## src/rtl/hb_dt_pkg.sv

```systemverilog
package hb_dt_pkg;

  typedef enum logic [1:0] {
    PH_OFF  = 2'd0,
    PH_DEAD = 2'd1,
    PH_HI   = 2'd2,
    PH_LO   = 2'd3
  } hb_phase_e;

endpackage

```

## src/rtl/hb_rate_latch.sv

```systemverilog
module hb_rate_latch #(
  parameter int DT_C00 = 4,
  parameter int DT_C01 = 14,
  parameter int DT_C10 = 10,
  parameter int DT_C11 = 6,
  parameter int CNT_W  = 4
) (
  input  logic             clk,
  input  logic             rst_n,
  input  logic             bridge_en,
  input  logic [1:0]       rate_sel,
  output logic [CNT_W-1:0] dt_cycles
);

  logic [1:0] sel_q;
  logic [1:0] sel_nx;
  logic       sel_ce;

  // capture only while the bridge is idle
  assign sel_ce = ~bridge_en;
  assign sel_nx = rate_sel;

  always_ff @(posedge clk or negedge rst_n) begin
    if (!rst_n) begin
      sel_q <= 2'b00;
    end else if (sel_ce) begin
      sel_q <= sel_nx;
    end
  end

  // non-monotonic code to cycle count map
  always_comb begin
    case (sel_q)
      2'b00:   dt_cycles = CNT_W'(DT_C00);
      2'b01:   dt_cycles = CNT_W'(DT_C01);
      2'b10:   dt_cycles = CNT_W'(DT_C10);
      default: dt_cycles = CNT_W'(DT_C11);
    endcase
  end

  assert_code_frozen_R10: assert property (@(posedge clk) disable iff (!rst_n)
    bridge_en |=> $stable(dt_cycles));

  assert_dt_nonzero_R2: assert property (@(posedge clk) disable iff (!rst_n)
    dt_cycles != '0);

endmodule

```

## src/rtl/hb_phase_fsm.sv

```systemverilog
module hb_phase_fsm
  import hb_dt_pkg::*;
#(
  parameter int CNT_W = 4
) (
  input  logic             clk,
  input  logic             rst_n,
  input  logic             bridge_en,
  input  logic             pwm_dem,
  input  logic             halt,
  input  logic [CNT_W-1:0] dt_cycles,
  output logic             gate_hi,
  output logic             gate_lo,
  output logic             turn_on,
  output logic             go_off
);

  localparam logic [CNT_W-1:0] RUN_SAT = {CNT_W{1'b1}};

  hb_phase_e        state_q, state_nx;
  logic [CNT_W-1:0] dcnt_q, dcnt_nx;
  logic             tgt_q, tgt_nx;
  logic             ghi_q, glo_q;
  logic             ghi_nx, glo_nx;
  logic [CNT_W-1:0] dt_load;

  assign dt_load = dt_cycles - CNT_W'(1);

  always_comb begin
    state_nx = state_q;
    dcnt_nx  = dcnt_q;
    tgt_nx   = tgt_q;
    if (!bridge_en || halt) begin
      state_nx = PH_OFF;
    end else begin
      case (state_q)
        PH_OFF: begin
          state_nx = PH_DEAD;
          tgt_nx   = pwm_dem;
          dcnt_nx  = dt_load;
        end
        PH_DEAD: begin
          if (pwm_dem != tgt_q) begin
            tgt_nx  = pwm_dem;
            dcnt_nx = dt_load;
          end else if (dcnt_q == '0) begin
            state_nx = tgt_q ? PH_HI : PH_LO;
          end else begin
            dcnt_nx = dcnt_q - CNT_W'(1);
          end
        end
        PH_HI: begin
          if (!pwm_dem) begin
            state_nx = PH_DEAD;
            tgt_nx   = 1'b0;
            dcnt_nx  = dt_load;
          end
        end
        default: begin
          if (pwm_dem) begin
            state_nx = PH_DEAD;
            tgt_nx   = 1'b1;
            dcnt_nx  = dt_load;
          end
        end
      endcase
    end
  end

  assign ghi_nx  = (state_nx == PH_HI);
  assign glo_nx  = (state_nx == PH_LO);
  assign turn_on = (state_q == PH_DEAD) && (ghi_nx || glo_nx);
  assign go_off  = (state_nx == PH_OFF);

  always_ff @(posedge clk or negedge rst_n) begin
    if (!rst_n) begin
      state_q <= PH_OFF;
      dcnt_q  <= '0;
      tgt_q   <= 1'b0;
      ghi_q   <= 1'b0;
      glo_q   <= 1'b0;
    end else begin
      state_q <= state_nx;
      dcnt_q  <= dcnt_nx;
      tgt_q   <= tgt_nx;
      ghi_q   <= ghi_nx;
      glo_q   <= glo_nx;
    end
  end

  assign gate_hi = ghi_q;
  assign gate_lo = glo_q;

  // consecutive both-off cycles, used only by the deadtime check
  logic [CNT_W-1:0] off_run_q;
  always_ff @(posedge clk or negedge rst_n) begin
    if (!rst_n) begin
      off_run_q <= '0;
    end else if (ghi_q || glo_q) begin
      off_run_q <= '0;
    end else if (off_run_q != RUN_SAT) begin
      off_run_q <= off_run_q + CNT_W'(1);
    end
  end

  assert_no_overlap_R4: assert property (@(posedge clk) disable iff (!rst_n)
    !(gate_hi && gate_lo));

  assert_deadtime_met_R2: assert property (@(posedge clk) disable iff (!rst_n)
    ($rose(gate_hi) || $rose(gate_lo)) |-> (off_run_q >= dt_cycles));

  assert_drop_on_change_R3: assert property (@(posedge clk) disable iff (!rst_n)
    ((gate_hi && !pwm_dem) || (gate_lo && pwm_dem)) |=> !(gate_hi || gate_lo));

  assert_disable_off_R9: assert property (@(posedge clk) disable iff (!rst_n)
    !bridge_en |=> (!gate_hi && !gate_lo));

  assert_halt_off_R7: assert property (@(posedge clk) disable iff (!rst_n)
    halt |=> (!gate_hi && !gate_lo));

endmodule

```

## src/rtl/hb_blank_timer.sv

```systemverilog
module hb_blank_timer #(
  parameter int CNT_W = 4
) (
  input  logic             clk,
  input  logic             rst_n,
  input  logic             start,
  input  logic             clear,
  input  logic [CNT_W-1:0] dt_cycles,
  output logic             blank_act
);

  logic             act_q, act_nx;
  logic [CNT_W-1:0] bcnt_q, bcnt_nx;

  always_comb begin
    act_nx  = act_q;
    bcnt_nx = bcnt_q;
    if (clear) begin
      act_nx  = 1'b0;
      bcnt_nx = '0;
    end else if (start) begin
      act_nx  = 1'b1;
      bcnt_nx = dt_cycles - CNT_W'(1);
    end else if (act_q) begin
      if (bcnt_q == '0) begin
        act_nx = 1'b0;
      end else begin
        bcnt_nx = bcnt_q - CNT_W'(1);
      end
    end
  end

  always_ff @(posedge clk or negedge rst_n) begin
    if (!rst_n) begin
      act_q  <= 1'b0;
      bcnt_q <= '0;
    end else begin
      act_q  <= act_nx;
      bcnt_q <= bcnt_nx;
    end
  end

  assign blank_act = act_q;

  assert_blank_opens_R5: assert property (@(posedge clk) disable iff (!rst_n)
    (start && !clear) |=> blank_act);

  assert_blank_clear_R9: assert property (@(posedge clk) disable iff (!rst_n)
    clear |=> !blank_act);

endmodule

```

## src/rtl/hb_oc_guard.sv

```systemverilog
module hb_oc_guard (
  input  logic clk,
  input  logic rst_n,
  input  logic bridge_en,
  input  logic blank_act,
  input  logic oc_in,
  input  logic fault_clr,
  output logic oc_trip,
  output logic oc_fault
);

  logic fault_q, fault_nx;

  assign oc_trip = oc_in && bridge_en && !blank_act;

  always_comb begin
    fault_nx = fault_q;
    if (oc_trip) begin
      fault_nx = 1'b1;
    end else if (fault_clr) begin
      fault_nx = 1'b0;
    end
  end

  always_ff @(posedge clk or negedge rst_n) begin
    if (!rst_n) begin
      fault_q <= 1'b0;
    end else begin
      fault_q <= fault_nx;
    end
  end

  assign oc_fault = fault_q;

  assert_masked_in_blank_R6: assert property (@(posedge clk) disable iff (!rst_n)
    (blank_act && !oc_fault) |=> !oc_fault);

  assert_fault_sticky_R7: assert property (@(posedge clk) disable iff (!rst_n)
    (oc_fault && !fault_clr) |=> oc_fault);

  assert_set_beats_clear_R8: assert property (@(posedge clk) disable iff (!rst_n)
    (oc_in && bridge_en && !blank_act) |=> oc_fault);

endmodule

```

## src/rtl/half_bridge_dt_gen.sv

```systemverilog
module half_bridge_dt_gen #(
  parameter int DT_C00 = 4,
  parameter int DT_C01 = 14,
  parameter int DT_C10 = 10,
  parameter int DT_C11 = 6
) (
  input  logic       clk,
  input  logic       rst_n,
  input  logic       bridge_en,
  input  logic [1:0] rate_sel,
  input  logic       pwm_dem,
  input  logic       oc_in,
  input  logic       fault_clr,
  output logic       gate_hi,
  output logic       gate_lo,
  output logic       blank_act,
  output logic       oc_fault
);

  localparam int MAX_A  = (DT_C00 > DT_C01) ? DT_C00 : DT_C01;
  localparam int MAX_B  = (DT_C10 > DT_C11) ? DT_C10 : DT_C11;
  localparam int MAX_DT = (MAX_A > MAX_B) ? MAX_A : MAX_B;
  localparam int CNT_W  = $clog2(MAX_DT + 1);

  logic [CNT_W-1:0] dt_cycles;
  logic             turn_on;
  logic             go_off;
  logic             oc_trip;
  logic             halt;

  hb_rate_latch #(
    .DT_C00 (DT_C00),
    .DT_C01 (DT_C01),
    .DT_C10 (DT_C10),
    .DT_C11 (DT_C11),
    .CNT_W  (CNT_W)
  ) rate_i (
    .clk       (clk),
    .rst_n     (rst_n),
    .bridge_en (bridge_en),
    .rate_sel  (rate_sel),
    .dt_cycles (dt_cycles)
  );

  assign halt = oc_fault || oc_trip;

  hb_phase_fsm #(
    .CNT_W (CNT_W)
  ) fsm_i (
    .clk       (clk),
    .rst_n     (rst_n),
    .bridge_en (bridge_en),
    .pwm_dem   (pwm_dem),
    .halt      (halt),
    .dt_cycles (dt_cycles),
    .gate_hi   (gate_hi),
    .gate_lo   (gate_lo),
    .turn_on   (turn_on),
    .go_off    (go_off)
  );

  hb_blank_timer #(
    .CNT_W (CNT_W)
  ) blank_i (
    .clk       (clk),
    .rst_n     (rst_n),
    .start     (turn_on),
    .clear     (go_off),
    .dt_cycles (dt_cycles),
    .blank_act (blank_act)
  );

  hb_oc_guard guard_i (
    .clk       (clk),
    .rst_n     (rst_n),
    .bridge_en (bridge_en),
    .blank_act (blank_act),
    .oc_in     (oc_in),
    .fault_clr (fault_clr),
    .oc_trip   (oc_trip),
    .oc_fault  (oc_fault)
  );

  assert_fault_gates_off_R7: assert property (@(posedge clk) disable iff (!rst_n)
    oc_fault |-> (!gate_hi && !gate_lo));

  assert_blank_with_gate_R5: assert property (@(posedge clk) disable iff (!rst_n)
    ($rose(gate_hi) || $rose(gate_lo)) |-> blank_act);

endmodule

```

## config.mk

```make
export PLATFORM = sky130hd
export DESIGN_NAME = half_bridge_dt_gen
export DESIGN_NICKNAME = d
export VERILOG_FILES = /design/src/rtl/hb_dt_pkg.sv /design/src/rtl/hb_rate_latch.sv /design/src/rtl/hb_phase_fsm.sv /design/src/rtl/hb_blank_timer.sv /design/src/rtl/hb_oc_guard.sv /design/src/rtl/half_bridge_dt_gen.sv
export SDC_FILE = /design/constraint.sdc
export NUM_CORES = 1
export LEC_CHECK = 0
export BUFFER_PORTS_ARGS = -buffer_cell sky130_fd_sc_hd__buf_2
export CELL_PAD_IN_SITES_DETAIL_PLACEMENT = 1
export CELL_PAD_IN_SITES_GLOBAL_PLACEMENT = 1
export CORE_MARGIN = 5
export CORE_UTILIZATION = 48
export DETAILED_ROUTE_END_ITERATION = 8
export PLACE_DENSITY_LB_ADDON = 0.1
export SLEW_MARGIN = 20
export SYNTH_ARGS = -nofsm -noshare
export SYNTH_HDL_FRONTEND = slang
export SYNTH_SLANG_ARGS = --single-unit
```

## constraint.sdc

```tcl
create_clock -name clk -period 3.9 [get_ports clk]
set_input_delay 0.585 -clock clk [delete_from_list [all_inputs] [get_ports clk]]
set_output_delay 0.585 -clock clk [all_outputs]
set_load 0.005 [all_outputs]
```

# After elaboration in Yosys (flattened, before gate mapping)
# Cells that the tools add are included.
# W data, S select, Z words.
# word_totals
in_bits,8
wordCells,70
output_inout_bits,4
regBits,17
# classes
n_addsub,3
bitwise,1
n_eq_ne,11
n_mux,27
n_reduce_logical,19
# ops
operator,count
$mux W4,8
$pmux W4 S3,2
$sub A4 B1 Y4 const B,3
$mux W1,10
$mux W2,5
$eq A2 B2 Y1 const B,4
$logic_not A4 Y1,2
$reduce_and A4 Y1,2
$logic_not A2 Y1,3
$pmux W2 S3,1
$eq A2 B1 Y1 const B,2
$reduce_bool A4 Y1,1
$logic_and A1 B1 Y1,3
$logic_or A1 B1 Y1,3
$ne A3 B1 Y1 const B,1
$ne A3 B2 Y1 const B,1
$pmux W1 S3,1
$reduce_bool A3 Y1,1
$logic_not A1 Y1,2
$ne A2 B1 Y1 const B,1
$ne A2 B2 Y1 const B,1
$reduce_and A2 Y1,1
$reduce_bool A2 Y1,1
$ne A1 B1 Y1,1
$not A1 Y1,1

# Depth between registers and ports, before layout
# logic_depth
depth_word,10
ltp_mapped,7

# By module
# Synthesis repeated with hierarchy kept, for this count alone.
# hier_totals
hier_cells,110
area_unflattened_um2,1121.1
# by_module_without_submodules
module,seq_area_each_um2,n_inst,cells_per_inst,area_per_inst_um2
hb_phase_fsm,225.2,1,61,614.3
hb_blank_timer,125.1,1,31,322.8
hb_rate_latch,50.0,1,12,123.9
hb_oc_guard,25.0,1,5,53.8
half_bridge_dt_gen,0.0,1,1,6.3

# Worst setup path after synthesis
# OpenSTA, ideal clock, no wires.
# synth_path
path_type,register -> register
startpoint,reg fsm_i.dcnt_q[0]
endpoint,reg fsm_i.dcnt_q[1]
path_buffers,0
setup_ns,0.128
synth_period_minus_slack_ns,1.968
path_stages_with_launch,7
required_ns,3.772
slack_ns,1.932
arrival_ns,1.841
cell_sequence,dfrtp_1 inv_1 ha_1 or3b_4 or3_4 nand3_2 mux2_1
# synth_via
elab_chain_len,4
elab_cells_between_ends,7
# synth_rtl
element,line,rtl
from (decl),hb_phase_fsm.sv:21,"logic [CNT_W-1:0] dcnt_q, dcnt_nx;"
from (signal assigned),hb_phase_fsm.sv:84,dcnt_q <= dcnt_nx;
$sub A4 B1 Y4,hb_phase_fsm.sv:49,dcnt_nx = dcnt_q - CNT_W'(1);
$mux W4,hb_phase_fsm.sv:46,end else if (dcnt_q == '0) begin
$mux W4,hb_phase_fsm.sv:43,if (pwm_dem != tgt_q) begin
$pmux W4 S3,hb_phase_fsm.sv:36,case (state_q)
# Several ways; a longest one is shown, not always the timed one. The select of a mux whose other input is x is not followed.
# A chain may end at the register's enable or synchronous reset.

# Final worst setup path
# layout_path
startpoint,reg fsm_i.state_q[1]
endpoint,reg fsm_i.dcnt_q[1]
# layout_via
elab_chain_len,3
elab_cells_between_ends,8
# layout_rtl
element,line,rtl
from (decl),hb_phase_fsm.sv:20,"hb_phase_e state_q, state_nx;"
from (signal assigned),hb_phase_fsm.sv:83,state_q <= state_nx;
$eq A2 B1 Y1 (tied with other cells),hb_phase_fsm.sv:36,
$ne A3 B2 Y1 (no line) (tied with other cells),n/a,
$reduce_and A4 Y1 (no line),n/a,
# Several ways; a longest one is shown, not always the timed one.

==> flow_summary_export.csv <==
group,metric,value,unit
yosys,ys_ff_latch,17,
job,max_cap_viol_count,0,
run_status,status,"completed",
die,pin_count,12,
global_routing,grt_util_all_layers,0.190,
drt,drt.antenna.violating_nets,0,
global_routing,grt_pass1_wl,4.99,mm
yosys,syn_nets,141,
layout,diodes,0,
timing,maxSlewHeadroom,0.643,
clock_tree,clk_latency,0.31,ns
critical_path,cp-end-kind,"register",
critical_path,crit_fanout,13,
critical_path,required,4.10,ns
global_routing,antenna_found_initial,0,
placed_design,hpwl,2.21,mm
drt,totalWireLength,2.88,mm
global_routing,grt_pass1_vias,1059,
power,vdd_drop_max,0.271,mV
critical_path,cpMostUsedCell,"inv_1",
clock_tree,clock_sinks,17,
clock_tree,cts_tree,"done",
clock_tree,clockRootBuffer,"clkbuf_4",
timing,hold_viol,0,
die,initial_utilization,0.493,
layout,final_common_cell,"dfrtp_1",
timing,rsz0062_at_grt,"false",
drt,vias_per_cell,5.70,
critical_path,crit_slowest_cell,"ha_1",
layout,multi_input_area,722,um2
timing,finalCritPeriodShare,0.582,
yosys,yosys-top-cells-area,"dfrtp_1 35%, ha_1 9.3%, inv_1 3.7%",
global_routing,grt_max_degree,18,
yosys,ys_types,48,
layout,layout.nets,155,
yosys,yosys.area.top_type_share,0.352,
clock_tree,htree_levels,1,
timing,slew_viol_final,0,
placed_design,gp_congestion,0.851,
critical_path,worst-setup-path-type,"register to register",
layout,seq_area,425,um2
placed_design,dpl.cell_count,163,
die,row_count,18,
power,cellPowerDensity,300,nW/um2
critical_path,cp_cell_sequence,"inv_1 -> ha_1 -> inv_1 -> or3_4 -> nand3_2 -> mux2_1",
critical_path,crit_buf_inv,2,
worst_hold_path,hold_path.class,"input port to asynchronous set/reset pin",
die,dieArea,3620,um2
power,leakagePower,0.580,nW
global_routing,grt.overflow.total,0,
die,die_w,60.2,um
drt,drc,0,
critical_path,slowest_delay,0.45,ns
timing,setup_viol,0,
die,die_height,60.2,um
yosys,synth_largest_area_cell,"dfrtp_1",
yosys,syn-mean-instance-area,9.76,um2
timing,worst_pin_slew,0.534,ns
layout,areaGrowthSynthToFinish,9.00,%
drt,drtIter0Drc,40,
timing,max_freq,440,MHz
layout,nFillCells,287,
yosys,syn_inst,124,
critical_path,start_kind,"register",
drt,wl_per_cell,17.2,um
critical_path,cp_top_family,"simple AND/OR/NAND/NOR gates",
yosys,yosys_warnings,0,
layout,final_cell_mix,"17 x dfrtp_1, 12 x inv_1, 11 x buf_2, 9 x nand2_1, 9 x ha_1",
clock_tree,cts_buffers,3,
layout,fin_cells,167,
critical_path,cp.arrival,2.47,ns
clock_tree,cts_setup_buffers,0,
yosys,ys_seq_area_frac,0.352,
clock_tree,post_cts_resized,0,
layout,drive_gt1_frac,0.212,
drt,via_count,952,
placed_design,placement.io_buffers,11,
clock_tree,holdBufCountCts,0,
clock_tree,path_clk_slew,0.11,ns
timing,tns,0,ns
yosys,synthesis.area,1210,um2
timing,min_period,2.27,ns
timing,skew,0.00137,ns
die,fp.coreArea,2450,um2
drt,dr.pass1.iters,4,
clock_tree,clockBufferDepth,2,
## state kept, by name, indices dropped and copies added (netlist names)
signal	count
blank_i.bcnt_q	4
blank_i.blank_act	1
fsm_i.dcnt_q	4
fsm_i.gate_hi	1
fsm_i.gate_lo	1
fsm_i.state_q	2
fsm_i.tgt_q	1
guard_i.oc_fault	1
rate_i.sel_q	2
## per-layer routing
| layer | track usage | vias to the layer above | routed length [um] |
|---|---|---|---|
| met5 | 0 | - | 0 |
| met4 | 0.0759 | 0 | 52 |
| li1 | - | 472 | - |
| met1 | 0.243 | 462 | 1320 |
| met3 | 0.0194 | 5 | 62 |
| met2 | 0.324 | 13 | 1440 |
## per-stage QoR
step / worst slack (ns) / hold WS [ns] / util / total power, mW / instance area (um2)
6_report: 1.63 / 0.190 / 0.537 / 0.395 / 1320
5_1_grt: 1.45 / 0.210 / 0.537 / 0.422 / 1320
4_1_cts: 1.62 / 0.192 / 0.537 / 0.401 / 1320
3_5_place_dp: 1.64 / 0.498 / 0.526 / 0.297 / 1290
3_3_place_gp: 1.73 / 0.494 / 0.526 / 0.293 / 1290
2_1_floorplan: 1.93 / 0.289 / - / 0.270 / 1210
## cell usage after synthesis, drive strengths merged
library cell	instances
a21oi	2
a31oi	1
mux2	3
nand2b	6
o32ai	4
or3	1
nor4b	1
a2111o	1
dfrtp	17
or3b	1
and2	3
o22ai	2
o311a	1
o2bb2ai	1
o31ai	4
a22oi	1
inv	13
o21a	2
or2	2
ha	9
xor2	2
o2111a	1
nor2b	1
o211ai	2
nor3b	3
nor4	2
nor2	9
nand2	9
buf	1
o21ai	5
o22a	1
o2111ai	1
xnor2	1
nand3	1
a21o	1
nor3	5
mux2i	3
clkbuf	1
## cells by family (layout without fill, tap and decap cells)
group | count (synthesis) | after routing | synth area share
AOI/OAI and AO/OA | 30 | 30 | 0.210
xor gates and xnor gates | 3 | 3 | 0.0279
adders and majority gates | 9 | 9 | 0.0931
buffers and inverters | 15 | 28 | 0.0517
DFF | 17 | 17 | 0.352
muxes | 6 | 6 | 0.0527
and+or+nand+nor | 44 | 44 | 0.213
## final cells by class
type / count / share of cell area
inverters: 13 / 0.0389
clock inverters: 1 / 0.00380
clock buffers: 3 / 0.0171
flip-flops and latches: 17 / 0.323
multi-input cells: 92 / 0.547
well taps: 30 / 0.0285
repair buffers: 11 / 0.0417
## power breakdown
group	total (mW)	switching (mW)	internal (mW)	leakage [nW]
logic	0.0833	0.0490	0.0344	0.345
clock network	0.103	0.0643	0.0384	0.0177
registers	0.209	0.0168	0.192	0.217
total	0.395	0.130	0.265	0.580
## worst paths after layout
kind                                                  start                           end  slack, ns  cells past startpoint
worst min register to register  rate_i.sel_q[0]$_DFFE_PN0N_   rate_i.sel_q[0]$_DFFE_PN0N_       0.52                      1
worst max register to register   fsm_i.state_q[1]$_DFF_PN0_   fsm_i.dcnt_q[1]$_DFFE_PN0P_       1.63                      6
worst max-delay path             fsm_i.state_q[1]$_DFF_PN0_   fsm_i.dcnt_q[1]$_DFFE_PN0P_       1.63                      6
worst min-delay path                                  rst_n   rate_i.sel_q[1]$_DFFE_PN0N_       0.19                      1
min in group clk                                  fault_clr  guard_i.oc_fault$_DFFE_PN0P_       0.43                      2
max in group asynchronous                             rst_n    fsm_i.state_q[0]$_DFF_PN0_       3.42                      1
Power figures use the tool's default switching activity.
